[src/rtl/fes_pkg.sv]
package fes_pkg;

  localparam logic [7:0] OP_WREN    = 8'h06;
  localparam logic [7:0] OP_SUBERS  = 8'h20;
  localparam logic [7:0] OP_SECERS  = 8'hD8;
  localparam logic [7:0] OP_RDFLAG  = 8'h70;
  localparam logic [7:0] OP_CLRFLAG = 8'h50;
  localparam logic [7:0] OP_FILL    = 8'h00;

  localparam int RDY_BIT  = 7;
  localparam int ERS_BIT  = 5;
  localparam int PROT_BIT = 1;

  // strobes from control to datapath
  typedef struct packed {
    logic       capture;
    logic       csLow;
    logic       csHigh;
    logic       load;
    logic [7:0] txByte;
    logic       addrShift;
    logic       gapStart;
    logic       wdClear;
    logic       wdRun;
  } dpCtl_t;

  typedef enum logic [3:0] {
    ST_IDLE,
    ST_WREN,
    ST_WREN_GAP,
    ST_ERS_OPC,
    ST_ERS_ADDR,
    ST_ERS_GAP,
    ST_POLL_OPC,
    ST_POLL_RD,
    ST_POLL_GAP,
    ST_CLR,
    ST_CLR_GAP,
    ST_DONE
  } seqState_t;

endpackage

[src/rtl/fes_datapath.sv]
module fes_datapath
  import fes_pkg::*;
#(
  parameter int HALF_DIV   = 4,
  parameter int ADDR_BYTES = 3,
  parameter int CS_GAP     = 4,
  parameter int WD_LIMIT   = 1000000
) (
  input  logic                    clk,
  input  logic                    rstN,
  input  dpCtl_t                  ctl,
  input  logic [8*ADDR_BYTES-1:0] startAddr,
  input  logic                    spiMiso,
  output logic                    spiCsN,
  output logic                    spiSclk,
  output logic                    spiMosi,
  output logic                    byteDone,
  output logic                    flagRdy,
  output logic                    flagErs,
  output logic                    flagProt,
  output logic [7:0]              addrTop,
  output logic                    gapDone,
  output logic                    wdTrip
);

  localparam int ADDR_W = 8 * ADDR_BYTES;
  localparam int DIV_W  = (HALF_DIV > 1) ? $clog2(HALF_DIV) : 1;
  localparam int GAP_W  = $clog2(CS_GAP + 1);
  localparam int WD_W   = $clog2(WD_LIMIT + 1);

  logic              active;
  logic              tick;
  logic [2:0]        bitCnt;
  logic [7:0]        txShift;
  logic [7:0]        rxShift;
  logic [ADDR_W-1:0] addrReg;
  logic [GAP_W-1:0]  gapCnt;
  logic              gapBusy;
  logic [WD_W-1:0]   wdCnt;

  // half-period tick generator
  generate
    if (HALF_DIV == 1) begin : g_nodiv
      assign tick = active;
    end else begin : g_div
      logic [DIV_W-1:0] divCnt;
      always_ff @(posedge clk or negedge rstN) begin
        if (!rstN) begin
          divCnt <= '0;
        end else if (!active || ctl.load) begin
          divCnt <= '0;
        end else if (divCnt == DIV_W'(HALF_DIV - 1)) begin
          divCnt <= '0;
        end else begin
          divCnt <= divCnt + 1'b1;
        end
      end
      assign tick = active && (divCnt == DIV_W'(HALF_DIV - 1));
    end
  endgenerate

  // byte shifter, mode 0: sample on rise, shift on fall
  always_ff @(posedge clk or negedge rstN) begin
    if (!rstN) begin
      active   <= 1'b0;
      bitCnt   <= '0;
      txShift  <= '0;
      rxShift  <= '0;
      spiSclk  <= 1'b0;
      byteDone <= 1'b0;
      flagRdy  <= 1'b0;
      flagErs  <= 1'b0;
      flagProt <= 1'b0;
    end else begin
      byteDone <= 1'b0;
      if (ctl.load) begin
        txShift <= ctl.txByte;
        active  <= 1'b1;
        bitCnt  <= '0;
        spiSclk <= 1'b0;
      end else if (tick) begin
        if (!spiSclk) begin
          spiSclk <= 1'b1;
          rxShift <= {rxShift[6:0], spiMiso};
        end else begin
          spiSclk <= 1'b0;
          if (bitCnt == 3'd7) begin
            active   <= 1'b0;
            byteDone <= 1'b1;
            flagRdy  <= rxShift[RDY_BIT];
            flagErs  <= rxShift[ERS_BIT];
            flagProt <= rxShift[PROT_BIT];
          end else begin
            bitCnt  <= bitCnt + 1'b1;
            txShift <= {txShift[6:0], 1'b0};
          end
        end
      end
    end
  end

  assign spiMosi = txShift[7];

  // chip select
  always_ff @(posedge clk or negedge rstN) begin
    if (!rstN) begin
      spiCsN <= 1'b1;
    end else if (ctl.csLow) begin
      spiCsN <= 1'b0;
    end else if (ctl.csHigh) begin
      spiCsN <= 1'b1;
    end
  end

  // address byte feeder
  always_ff @(posedge clk or negedge rstN) begin
    if (!rstN) begin
      addrReg <= '0;
    end else if (ctl.capture) begin
      addrReg <= startAddr;
    end else if (ctl.addrShift) begin
      addrReg <= addrReg << 8;
    end
  end

  assign addrTop = addrReg[ADDR_W-1 -: 8];

  // chip-select high gap timer
  always_ff @(posedge clk or negedge rstN) begin
    if (!rstN) begin
      gapCnt  <= '0;
      gapBusy <= 1'b0;
      gapDone <= 1'b0;
    end else begin
      gapDone <= 1'b0;
      if (ctl.gapStart) begin
        gapCnt  <= GAP_W'(CS_GAP - 1);
        gapBusy <= 1'b1;
      end else if (gapBusy) begin
        if (gapCnt == '0) begin
          gapBusy <= 1'b0;
          gapDone <= 1'b1;
        end else begin
          gapCnt <= gapCnt - 1'b1;
        end
      end
    end
  end

  // poll watchdog, sticky until cleared
  always_ff @(posedge clk or negedge rstN) begin
    if (!rstN) begin
      wdCnt  <= '0;
      wdTrip <= 1'b0;
    end else if (ctl.wdClear) begin
      wdCnt  <= '0;
      wdTrip <= 1'b0;
    end else if (ctl.wdRun && !wdTrip) begin
      if (wdCnt == WD_W'(WD_LIMIT - 1)) begin
        wdTrip <= 1'b1;
      end else begin
        wdCnt <= wdCnt + 1'b1;
      end
    end
  end

  AST_CS_EDGE_SCLK_LOW: assert property (@(posedge clk) disable iff (!rstN)
    (spiCsN != $past(spiCsN)) |-> !spiSclk);
  AST_SCLK_ONLY_SELECTED: assert property (@(posedge clk) disable iff (!rstN)
    spiSclk |-> !spiCsN);
  AST_MOSI_HOLD_HIGH: assert property (@(posedge clk) disable iff (!rstN)
    ($past(spiSclk) && spiSclk) |-> $stable(spiMosi));
  AST_BYTE_END_LOW: assert property (@(posedge clk) disable iff (!rstN)
    byteDone |-> !spiSclk);

endmodule

[src/rtl/fes_ctrl.sv]
module fes_ctrl
  import fes_pkg::*;
#(
  parameter int ADDR_BYTES = 3
) (
  input  logic       clk,
  input  logic       rstN,
  input  logic       startPulse,
  input  logic       eraseSector,
  input  logic       byteDone,
  input  logic       flagRdy,
  input  logic       flagErs,
  input  logic       flagProt,
  input  logic [7:0] addrTop,
  input  logic       gapDone,
  input  logic       wdTrip,
  output dpCtl_t     ctl,
  output logic       donePulse,
  output logic       busy,
  output logic       errErase,
  output logic       errProtect,
  output logic       errHang
);

  localparam int IDX_W = $clog2(ADDR_BYTES) + 1;
  localparam logic [IDX_W-1:0] LAST_IDX = IDX_W'(ADDR_BYTES - 1);

  seqState_t        state, nextState;
  logic [IDX_W-1:0] idx;
  logic             idxInc, idxClr, latchFlags;
  logic             sectorReg;
  logic             pendErs, pendProt, pendHang;
  logic             needClear;

  assign needClear = pendErs | pendProt | pendHang;

  always_comb begin
    nextState  = state;
    ctl        = '0;
    idxInc     = 1'b0;
    idxClr     = 1'b0;
    latchFlags = 1'b0;
    unique case (state)
      ST_IDLE: if (startPulse) begin
        ctl.capture = 1'b1;
        ctl.csLow   = 1'b1;
        ctl.load    = 1'b1;
        ctl.txByte  = OP_WREN;
        nextState   = ST_WREN;
      end
      ST_WREN: if (byteDone) begin
        ctl.csHigh   = 1'b1;
        ctl.gapStart = 1'b1;
        nextState    = ST_WREN_GAP;
      end
      ST_WREN_GAP: if (gapDone) begin
        ctl.csLow  = 1'b1;
        ctl.load   = 1'b1;
        ctl.txByte = sectorReg ? OP_SECERS : OP_SUBERS;
        nextState  = ST_ERS_OPC;
      end
      ST_ERS_OPC: if (byteDone) begin
        ctl.load      = 1'b1;
        ctl.txByte    = addrTop;
        ctl.addrShift = 1'b1;
        idxClr        = 1'b1;
        nextState     = ST_ERS_ADDR;
      end
      ST_ERS_ADDR: if (byteDone) begin
        if (idx == LAST_IDX) begin
          ctl.csHigh   = 1'b1;
          ctl.gapStart = 1'b1;
          nextState    = ST_ERS_GAP;
        end else begin
          ctl.load      = 1'b1;
          ctl.txByte    = addrTop;
          ctl.addrShift = 1'b1;
          idxInc        = 1'b1;
        end
      end
      ST_ERS_GAP: if (gapDone) begin
        ctl.csLow   = 1'b1;
        ctl.load    = 1'b1;
        ctl.txByte  = OP_RDFLAG;
        ctl.wdClear = 1'b1;
        nextState   = ST_POLL_OPC;
      end
      ST_POLL_OPC: begin
        ctl.wdRun = 1'b1;
        if (byteDone) begin
          ctl.load   = 1'b1;
          ctl.txByte = OP_FILL;
          nextState  = ST_POLL_RD;
        end
      end
      ST_POLL_RD: begin
        ctl.wdRun = 1'b1;
        if (byteDone) begin
          if (flagRdy) begin
            latchFlags   = 1'b1;
            ctl.csHigh   = 1'b1;
            ctl.gapStart = 1'b1;
            nextState    = ST_POLL_GAP;
          end else begin
            ctl.load   = 1'b1;
            ctl.txByte = OP_FILL;
          end
        end
      end
      ST_POLL_GAP: if (gapDone) begin
        if (needClear) begin
          ctl.csLow  = 1'b1;
          ctl.load   = 1'b1;
          ctl.txByte = OP_CLRFLAG;
          nextState  = ST_CLR;
        end else begin
          nextState = ST_DONE;
        end
      end
      ST_CLR: if (byteDone) begin
        ctl.csHigh   = 1'b1;
        ctl.gapStart = 1'b1;
        nextState    = ST_CLR_GAP;
      end
      ST_CLR_GAP: if (gapDone) nextState = ST_DONE;
      ST_DONE:    nextState = ST_IDLE;
      default:    nextState = ST_IDLE;
    endcase
  end

  always_ff @(posedge clk or negedge rstN) begin
    if (!rstN) begin
      state      <= ST_IDLE;
      idx        <= '0;
      sectorReg  <= 1'b0;
      pendErs    <= 1'b0;
      pendProt   <= 1'b0;
      pendHang   <= 1'b0;
      errErase   <= 1'b0;
      errProtect <= 1'b0;
      errHang    <= 1'b0;
    end else begin
      state <= nextState;
      if (idxClr)      idx <= '0;
      else if (idxInc) idx <= idx + 1'b1;
      if (ctl.capture) begin
        sectorReg  <= eraseSector;
        pendErs    <= 1'b0;
        pendProt   <= 1'b0;
        pendHang   <= 1'b0;
        errErase   <= 1'b0;
        errProtect <= 1'b0;
        errHang    <= 1'b0;
      end
      if (latchFlags) begin
        pendProt <= flagErs & flagProt;
        pendErs  <= flagErs & ~flagProt;
        pendHang <= wdTrip;
      end
      if (state != ST_DONE && nextState == ST_DONE) begin
        errErase   <= pendErs;
        errProtect <= pendProt;
        errHang    <= pendHang;
      end
    end
  end

  assign donePulse = (state == ST_DONE);
  assign busy      = (state != ST_IDLE) && (state != ST_DONE);

  AST_DONE_ONE_CYCLE: assert property (@(posedge clk) disable iff (!rstN)
    donePulse |=> !donePulse);
  AST_QUIET_WHILE_BUSY: assert property (@(posedge clk) disable iff (!rstN)
    busy |-> !(errErase || errProtect || errHang));
  AST_CLEAR_BEFORE_ERR_DONE: assert property (@(posedge clk) disable iff (!rstN)
    (donePulse && needClear) |-> ($past(state) == ST_CLR_GAP));
  AST_NO_CLEAR_WHEN_OK: assert property (@(posedge clk) disable iff (!rstN)
    (donePulse && !needClear) |-> ($past(state) == ST_POLL_GAP));
  AST_ERR_EXCLUSIVE: assert property (@(posedge clk) disable iff (!rstN)
    !(errErase && errProtect));

endmodule

[src/rtl/flash_erase_seq.sv]
module flash_erase_seq
  import fes_pkg::*;
#(
  parameter int HALF_DIV   = 4,
  parameter int ADDR_BYTES = 3,
  parameter int CS_GAP     = 4,
  parameter int WD_LIMIT   = 1000000
) (
  input  logic                    clk,
  input  logic                    rstN,
  input  logic                    startPulse,
  input  logic                    eraseSector,
  input  logic [8*ADDR_BYTES-1:0] eraseAddr,
  output logic                    spiCsN,
  output logic                    spiSclk,
  output logic                    spiMosi,
  input  logic                    spiMiso,
  output logic                    donePulse,
  output logic                    busy,
  output logic                    errErase,
  output logic                    errProtect,
  output logic                    errHang
);

  dpCtl_t     ctl;
  logic       byteDone, flagRdy, flagErs, flagProt, gapDone, wdTrip;
  logic [7:0] addrTop;

  fes_ctrl #(
    .ADDR_BYTES(ADDR_BYTES)
  ) u_ctrl (
    .clk        (clk),
    .rstN       (rstN),
    .startPulse (startPulse),
    .eraseSector(eraseSector),
    .byteDone   (byteDone),
    .flagRdy    (flagRdy),
    .flagErs    (flagErs),
    .flagProt   (flagProt),
    .addrTop    (addrTop),
    .gapDone    (gapDone),
    .wdTrip     (wdTrip),
    .ctl        (ctl),
    .donePulse  (donePulse),
    .busy       (busy),
    .errErase   (errErase),
    .errProtect (errProtect),
    .errHang    (errHang)
  );

  fes_datapath #(
    .HALF_DIV  (HALF_DIV),
    .ADDR_BYTES(ADDR_BYTES),
    .CS_GAP    (CS_GAP),
    .WD_LIMIT  (WD_LIMIT)
  ) u_dp (
    .clk      (clk),
    .rstN     (rstN),
    .ctl      (ctl),
    .startAddr(eraseAddr),
    .spiMiso  (spiMiso),
    .spiCsN   (spiCsN),
    .spiSclk  (spiSclk),
    .spiMosi  (spiMosi),
    .byteDone (byteDone),
    .flagRdy  (flagRdy),
    .flagErs  (flagErs),
    .flagProt (flagProt),
    .addrTop  (addrTop),
    .gapDone  (gapDone),
    .wdTrip   (wdTrip)
  );

endmodule

[config.mk]
export PLATFORM = sky130hd
export DESIGN_NAME = flash_erase_seq
export DESIGN_NICKNAME = d
export VERILOG_FILES = /design/src/rtl/fes_pkg.sv /design/src/rtl/fes_datapath.sv /design/src/rtl/fes_ctrl.sv /design/src/rtl/flash_erase_seq.sv
export SDC_FILE = /design/constraint.sdc
export NUM_CORES = 1
export LEC_CHECK = 0
export ABC_CLOCK_PERIOD_IN_PS = 5160
export CAP_MARGIN = 20
export CORE_ASPECT_RATIO = 1.25
export CORE_MARGIN = 2
export CORE_UTILIZATION = 52
export DETAILED_ROUTE_END_ITERATION = 10
export PLACE_DENSITY = 0.79
export SYNTH_ARGS = -nofsm -noshare
export SYNTH_HDL_FRONTEND = slang
export SYNTH_SLANG_ARGS = --single-unit
[constraint.sdc]
create_clock -name clk -period 5.16 [get_ports clk]
set_input_delay 1.032 -clock clk [delete_from_list [all_inputs] [get_ports clk]]
set_output_delay 1.032 -clock clk [all_outputs]
set_load 0.05 [all_outputs]
== Word-level counts from Yosys, hierarchy flattened ==
Cells that the tools add are included.

* Input port bits: 29
* Register bits: 92
* Output and inout bits: 8
* Logic and storage cells: 186

* Equality and inequality tests: 20
* Reductions and logical operators: 31
* Bitwise gates (word level): 7
* Mux-type cells: 97
* Add/subtract/negate cells: 5

{| class="wikitable"
|+ Operators by type and width
! cell !! number
|-
| 9-bit one-hot mux with 8 select lines || 1
|-
| 9-bit two-way mux || 7
|-
| 20-bit two-way mux || 3
|-
| 4-bit two-way mux || 13
|-
| 24-bit two-way mux || 2
|-
| 1-bit two-way mux || 44
|-
| 4-bit one-hot mux with 11 select lines || 1
|-
| 8-bit two-way mux || 5
|-
| 10-bit two-way mux || 3
|-
| 3-bit two-way mux || 9
|-
| 2-bit nonzero test || 11
|-
| 20-bit by 1-bit adder with 20-bit output (second input constant) || 1
|-
| 20-bit == test (second input constant) || 1
|-
| 4-bit == test (second input constant) || 5
|-
| 4-bit by 3-bit == test with 1-bit output (second input constant) || 4
|-
| 12-bit two-way mux || 1
|-
| 1-bit one-hot mux with 3 select lines || 3
|-
| 3-bit AND reduction || 3
|-
| 4-bit by 2-bit == test with 1-bit output (second input constant) || 2
|-
| 2-bit two-way mux || 4
|-
| 3-bit by 1-bit adder with 3-bit output (second input constant) || 2
|-
| 2-bit AND reduction || 3
|-
| 2-bit OR reduction || 3
|-
| 4-bit by 1-bit == test with 1-bit output (second input constant) || 1
|-
| other kinds (19) || 28
|}

== Longest topological paths before layout ==
* Depth after elaboration: 8
* Gate-level depth with buffers: 8
* Gate-level depth less buffers: 7

== By module ==
From an unflattened synthesis, not the netlist that was laid out.

* Cells, all modules: 465
* Area, all modules: 4,692.0 µm²

{| class="wikitable"
|+ Modules (own cells, without submodules)
! module !! cells an instance !! area an instance (µm²) !! instances
|-
| fes_datapath || 343 || 3,657.3 || 1
|-
| fes_ctrl || 122 || 1,034.7 || 1
|}

== Least setup slack after synthesis ==
OpenSTA, ideal clock, no wires.

* Path kind: reg-to-output
* From: reg u_ctrl.state[1]
* To: out busy
* Arrival time: 1.904 ns
* Path buffers: 2
* Cell stages (with the launch flop): 5
* Slack: 2.224 ns
* Cell sequence: dfrtp_1 -> buf_4 -> buf_4 -> and3_1 -> o21ai_0

* Word-level cells in the longest chain between the ends: 2
* Elaborated cells on any way between the ends: 3
* Classes of those cells: 1 x eq/ne; 2 x reduce/logical

{| class="wikitable"
|+ Ends and longest elaborated chain
! item !! RTL line !! text
|-
| start, declared || fes_ctrl.sv:28 || <nowiki>seqState_t state, nextState;</nowiki>
|-
| start signal, assigned || fes_ctrl.sv:143 || <nowiki>state <= nextState;</nowiki>
|-
| 4-bit inequality test or 4-bit nonzero test (tied branches) || fes_ctrl.sv:169 || <nowiki>assign busy = (state != ST_IDLE) && (state != ST_DONE);</nowiki>
|-
| 1-bit logical AND * || fes_ctrl.sv:169 ||
|-
| end, declared || flash_erase_seq.sv:19 || <nowiki>output logic busy,</nowiki>
|}

Mark *: on every way between the ends. The rest lies on a longest branch, timed or not.

== Worst setup path after layout ==
Same ends and word-level chain as after synthesis.

==> results.ini <==
[status]
status = complete, no violations

[cts]
clkLatencyLatePin_ns = 0.36
cts_repair_resize_count = 0
clk_path_buf_depth = 2
root_buffer = sky130_fd_sc_hd__clkbuf_8
tritoncts_clock_tree = done
postCtsSetupRepairBufs = 0
cts_buffers = 9
clk_slew_on_worst_s_h_paths_ns = 0.09
clock_sink_count = 92
cts-hold-fix-buffers = 0
cts.htree.levels = 3

[placed_design]
dp_hpwl_um = 6139
io_buffer_count = 36
placed_cell_area_um2 = 4987
gp_congestion = 0.9051

[worst_setup_path]
req_time_crit_path_ns = 4.13
wp_data_arrival_ns = 2.41
startpoint_type = register
cp_max_fo = 18
endpoint_kind = primary output
criticalPathCategory = register to primary output

[final_layout]
layout.cells.most_common_list = sky130_fd_sc_hd__dfrtp_1, sky130_fd_sc_hd__nand2_1, sky130_fd_sc_hd__clkdlybuf4s50_1
fillCellCount = 735
final_nets = 516
area.growth.synth_to_final_pct = 14.17
post_route_cells_drive_above_1_share_pct = 7.231
most_common_library_cell_in_the_layout_ignoring_fill_and_taps = sky130_fd_sc_hd__dfrtp_1
antenna-diode-count = 0
postLayoutCellArea_um2 = 5211
finished_core_util_pct = 60.56

[synth]
ys_warn_count = 0
synthesis.instances = 450
post_synth_num_cell_types = 61
synth_top_flop_cell = sky130_fd_sc_hd__dfrtp_1
synth.ff_latch_count = 92
postSynthNetCount = 487
number_of_enable_flip_flop_cells_after_synthesis = 0
synth-seq-area-share_pct = 50.47
synth_area_um2 = 4564
syn_area_per_cell_um2 = 10.14
async_reset_ff_share_pct = 100.0

[sta]
maximum_frequency_from_static_timing_analysis_ghz = 0.2906
setup_total_negative_slack_ns = 0
timing.slew.headroom_pct = 39.93
slew_violations = 0
final_min_period_over_clock_period_pct = 66.70
timing.clock.skew_ns = 0.008548
final-hold-violation-count = 0
min_period_ns = 3.442
tightest_pin_transition_ns = 0.9010
rsz0062_at_grt = false
timing.final.setup_violations = 0

[floorplan]
fp.dieArea_um2 = 9548
floorplan.initialDensity_pct = 53.04
fp-row-count = 38
floorplan.die.width_um = 87.80
boundaryPins = 37
die_h_um = 108.8
core-area_um2 = 8606

[routing]
route.final.wire_length_um = 8782
drt_first_pass_iters = 5
detail-route-antenna-nets = 0
via_count = 3312
avgRoutedWirePerCell_um = 14.54
detailedRoute.firstIterationViolations = 242
detail_route.vias_per_cell = 5.483
drc = 0

[global_routing]
grt.total_usage_pct = 20.30
grt_pass1_vias = 3237
globalRouteOverflowTotal = 0
grt_pass1_wl_um = 15140
antenna_found_initial = 0
grt_max_degree = 55

[power_and_ir_drop]
pnr_total_power_w = 0.001303
irDropWorstVdd_mv = 0.1792
p_per_cell_area_nw_per_um2 = 250.1
cell_leakage_power_nw = 2.232

[min_path]
worstHoldPathType = register to register

[flow_run]
drv_cap = 0

layout make-up:
class | count | area (µm²) | share of cell area (%)
flip-flops and latches | 92 | 2303 | 44.20
multi-input cells | 314 | 2071 | 39.74
repair buffers | 38 | 372.9 | 7.155
well taps | 120 | 150.1 | 2.881
clock buffers | 10 | 127.6 | 2.449
clock inverters | 6 | 96.34 | 1.849
inverters | 24 | 90.09 | 1.729
cell usage after synthesis (3+ instances only):
library cell                n  area (µm²)
sky130_fd_sc_hd__a21oi_1   14       70.07
sky130_fd_sc_hd__a31oi_1    3       18.77
sky130_fd_sc_hd__a32o_1     4       40.04
sky130_fd_sc_hd__and3_1     7       43.79
sky130_fd_sc_hd__buf_2      5       25.02
sky130_fd_sc_hd__buf_4      5       37.54
sky130_fd_sc_hd__clkbuf_1  10       37.54
sky130_fd_sc_hd__dfrtp_1   91        2277
sky130_fd_sc_hd__ha_1       8       100.1
sky130_fd_sc_hd__inv_1     24       90.09
sky130_fd_sc_hd__mux2_1    11       123.9
sky130_fd_sc_hd__mux2i_1   31       310.3
sky130_fd_sc_hd__nand2_1   59       221.5
sky130_fd_sc_hd__nand2b_1   3       18.77
sky130_fd_sc_hd__nand3_1   12       60.06
sky130_fd_sc_hd__nand3b_1   3       22.52
sky130_fd_sc_hd__nand4_1    8       50.05
sky130_fd_sc_hd__nor2_1    31       116.4
sky130_fd_sc_hd__nor2b_1    4       25.02
sky130_fd_sc_hd__nor3_1     7       35.03
sky130_fd_sc_hd__nor4_1     7       43.79
sky130_fd_sc_hd__o211ai_1   5       37.54
sky130_fd_sc_hd__o21ai_0   16       80.08
sky130_fd_sc_hd__o21ai_1   19       95.09
sky130_fd_sc_hd__or3_1      3       18.77
sky130_fd_sc_hd__or4_1      3       22.52
sky130_fd_sc_hd__xnor2_1   10       87.58
sky130_fd_sc_hd__xor2_1     4       35.03
per-stage QoR:
step	instances	worst slack, ns	hold WS (ns)
2_1_floorplan	450	2.224	0.4308
3_3_place_gp	588	2.173	0.4446
3_5_place_dp	588	2.132	0.4500
4_1_cts	604	1.731	0.4643
5_1_grt	604	1.648	0.4877
6_report	604	1.718	0.4596
power by group:
group / switching (W) / internal [W] / leakage [nW]
clock: 0.000259 / 0.000279 / 0.109
sequential: 0.00000151 / 0.000723 / 1.13
combinational: 0.0000192 / 0.0000212 / 0.989
layer usage:
layer	global-route usage (%)	vias to the layer above	wire [µm]
met4	8.022	0	128
met2	32.85	69	4339
met1	26.65	1594	3980
met5	0	-	0
met3	4.239	8	334
li1	-	1641	-
critical path, stage by stage (launching register included):
cell                              delay, ns
sky130_fd_sc_hd__dfrtp_1               0.60
sky130_fd_sc_hd__and3_1                0.28
sky130_fd_sc_hd__o21ai_0               0.31
sky130_fd_sc_hd__clkdlybuf4s50_1       0.87
cells by family (layout without fill, tap and decap cells):
group | Yosys count | count (layout) | synth area share [%]
buffers and inverters | 44 | 78 | 4.167
AND/OR/NAND/NOR | 169 | 169 | 19.55
adder cells (fa/ha/maj) | 8 | 8 | 2.193
AO/OA/AOI/OAI | 80 | 80 | 11.18
multiplexers | 43 | 43 | 9.759
XOR/XNOR | 14 | 14 | 2.686
flip-flops | 92 | 92 | 50.47
worst paths after layout:
check | from | endpoint | slack (ns) | cells past startpoint
hold / removal | u_dp.g_div.divCnt[0]$_DFF_PN0_ | u_dp.g_div.divCnt[0]$_DFF_PN0_ | 0.46 | 1
min in group asynchronous | rstN | u_dp.wdCnt[3]$_DFFE_PN0P_ | 0.63 | 1
hold reg to reg | u_dp.g_div.divCnt[0]$_DFF_PN0_ | u_dp.g_div.divCnt[0]$_DFF_PN0_ | 0.46 | 1
setup reg to reg | u_ctrl.state[2]$_DFF_PN0_ | u_ctrl.errHang$_DFFE_PN0P_ | 2.38 | 5
max in group asynchronous | rstN | u_ctrl.state[3]$_DFF_PN0_ | 3.47 | 2
setup / recovery | u_ctrl.state[1]$_DFF_PN0_ | busy | 1.72 | 3
flip-flops by register name, summed over array words and instances, names as in the netlist, 2 cells and up:
| signal | cells |
|---|---|
| u_ctrl.state | 4 |
| u_dp.rxShift | 8 |
| u_dp.gapCnt | 3 |
| u_ctrl.idx | 3 |
| u_dp.bitCnt | 3 |
| u_dp.wdCnt | 20 |
| u_dp.addrReg | 24 |
| u_dp.g_div.divCnt | 2 |
| u_dp.txShift | 8 |
No activity file was read; power rests on OpenSTA's default activity.
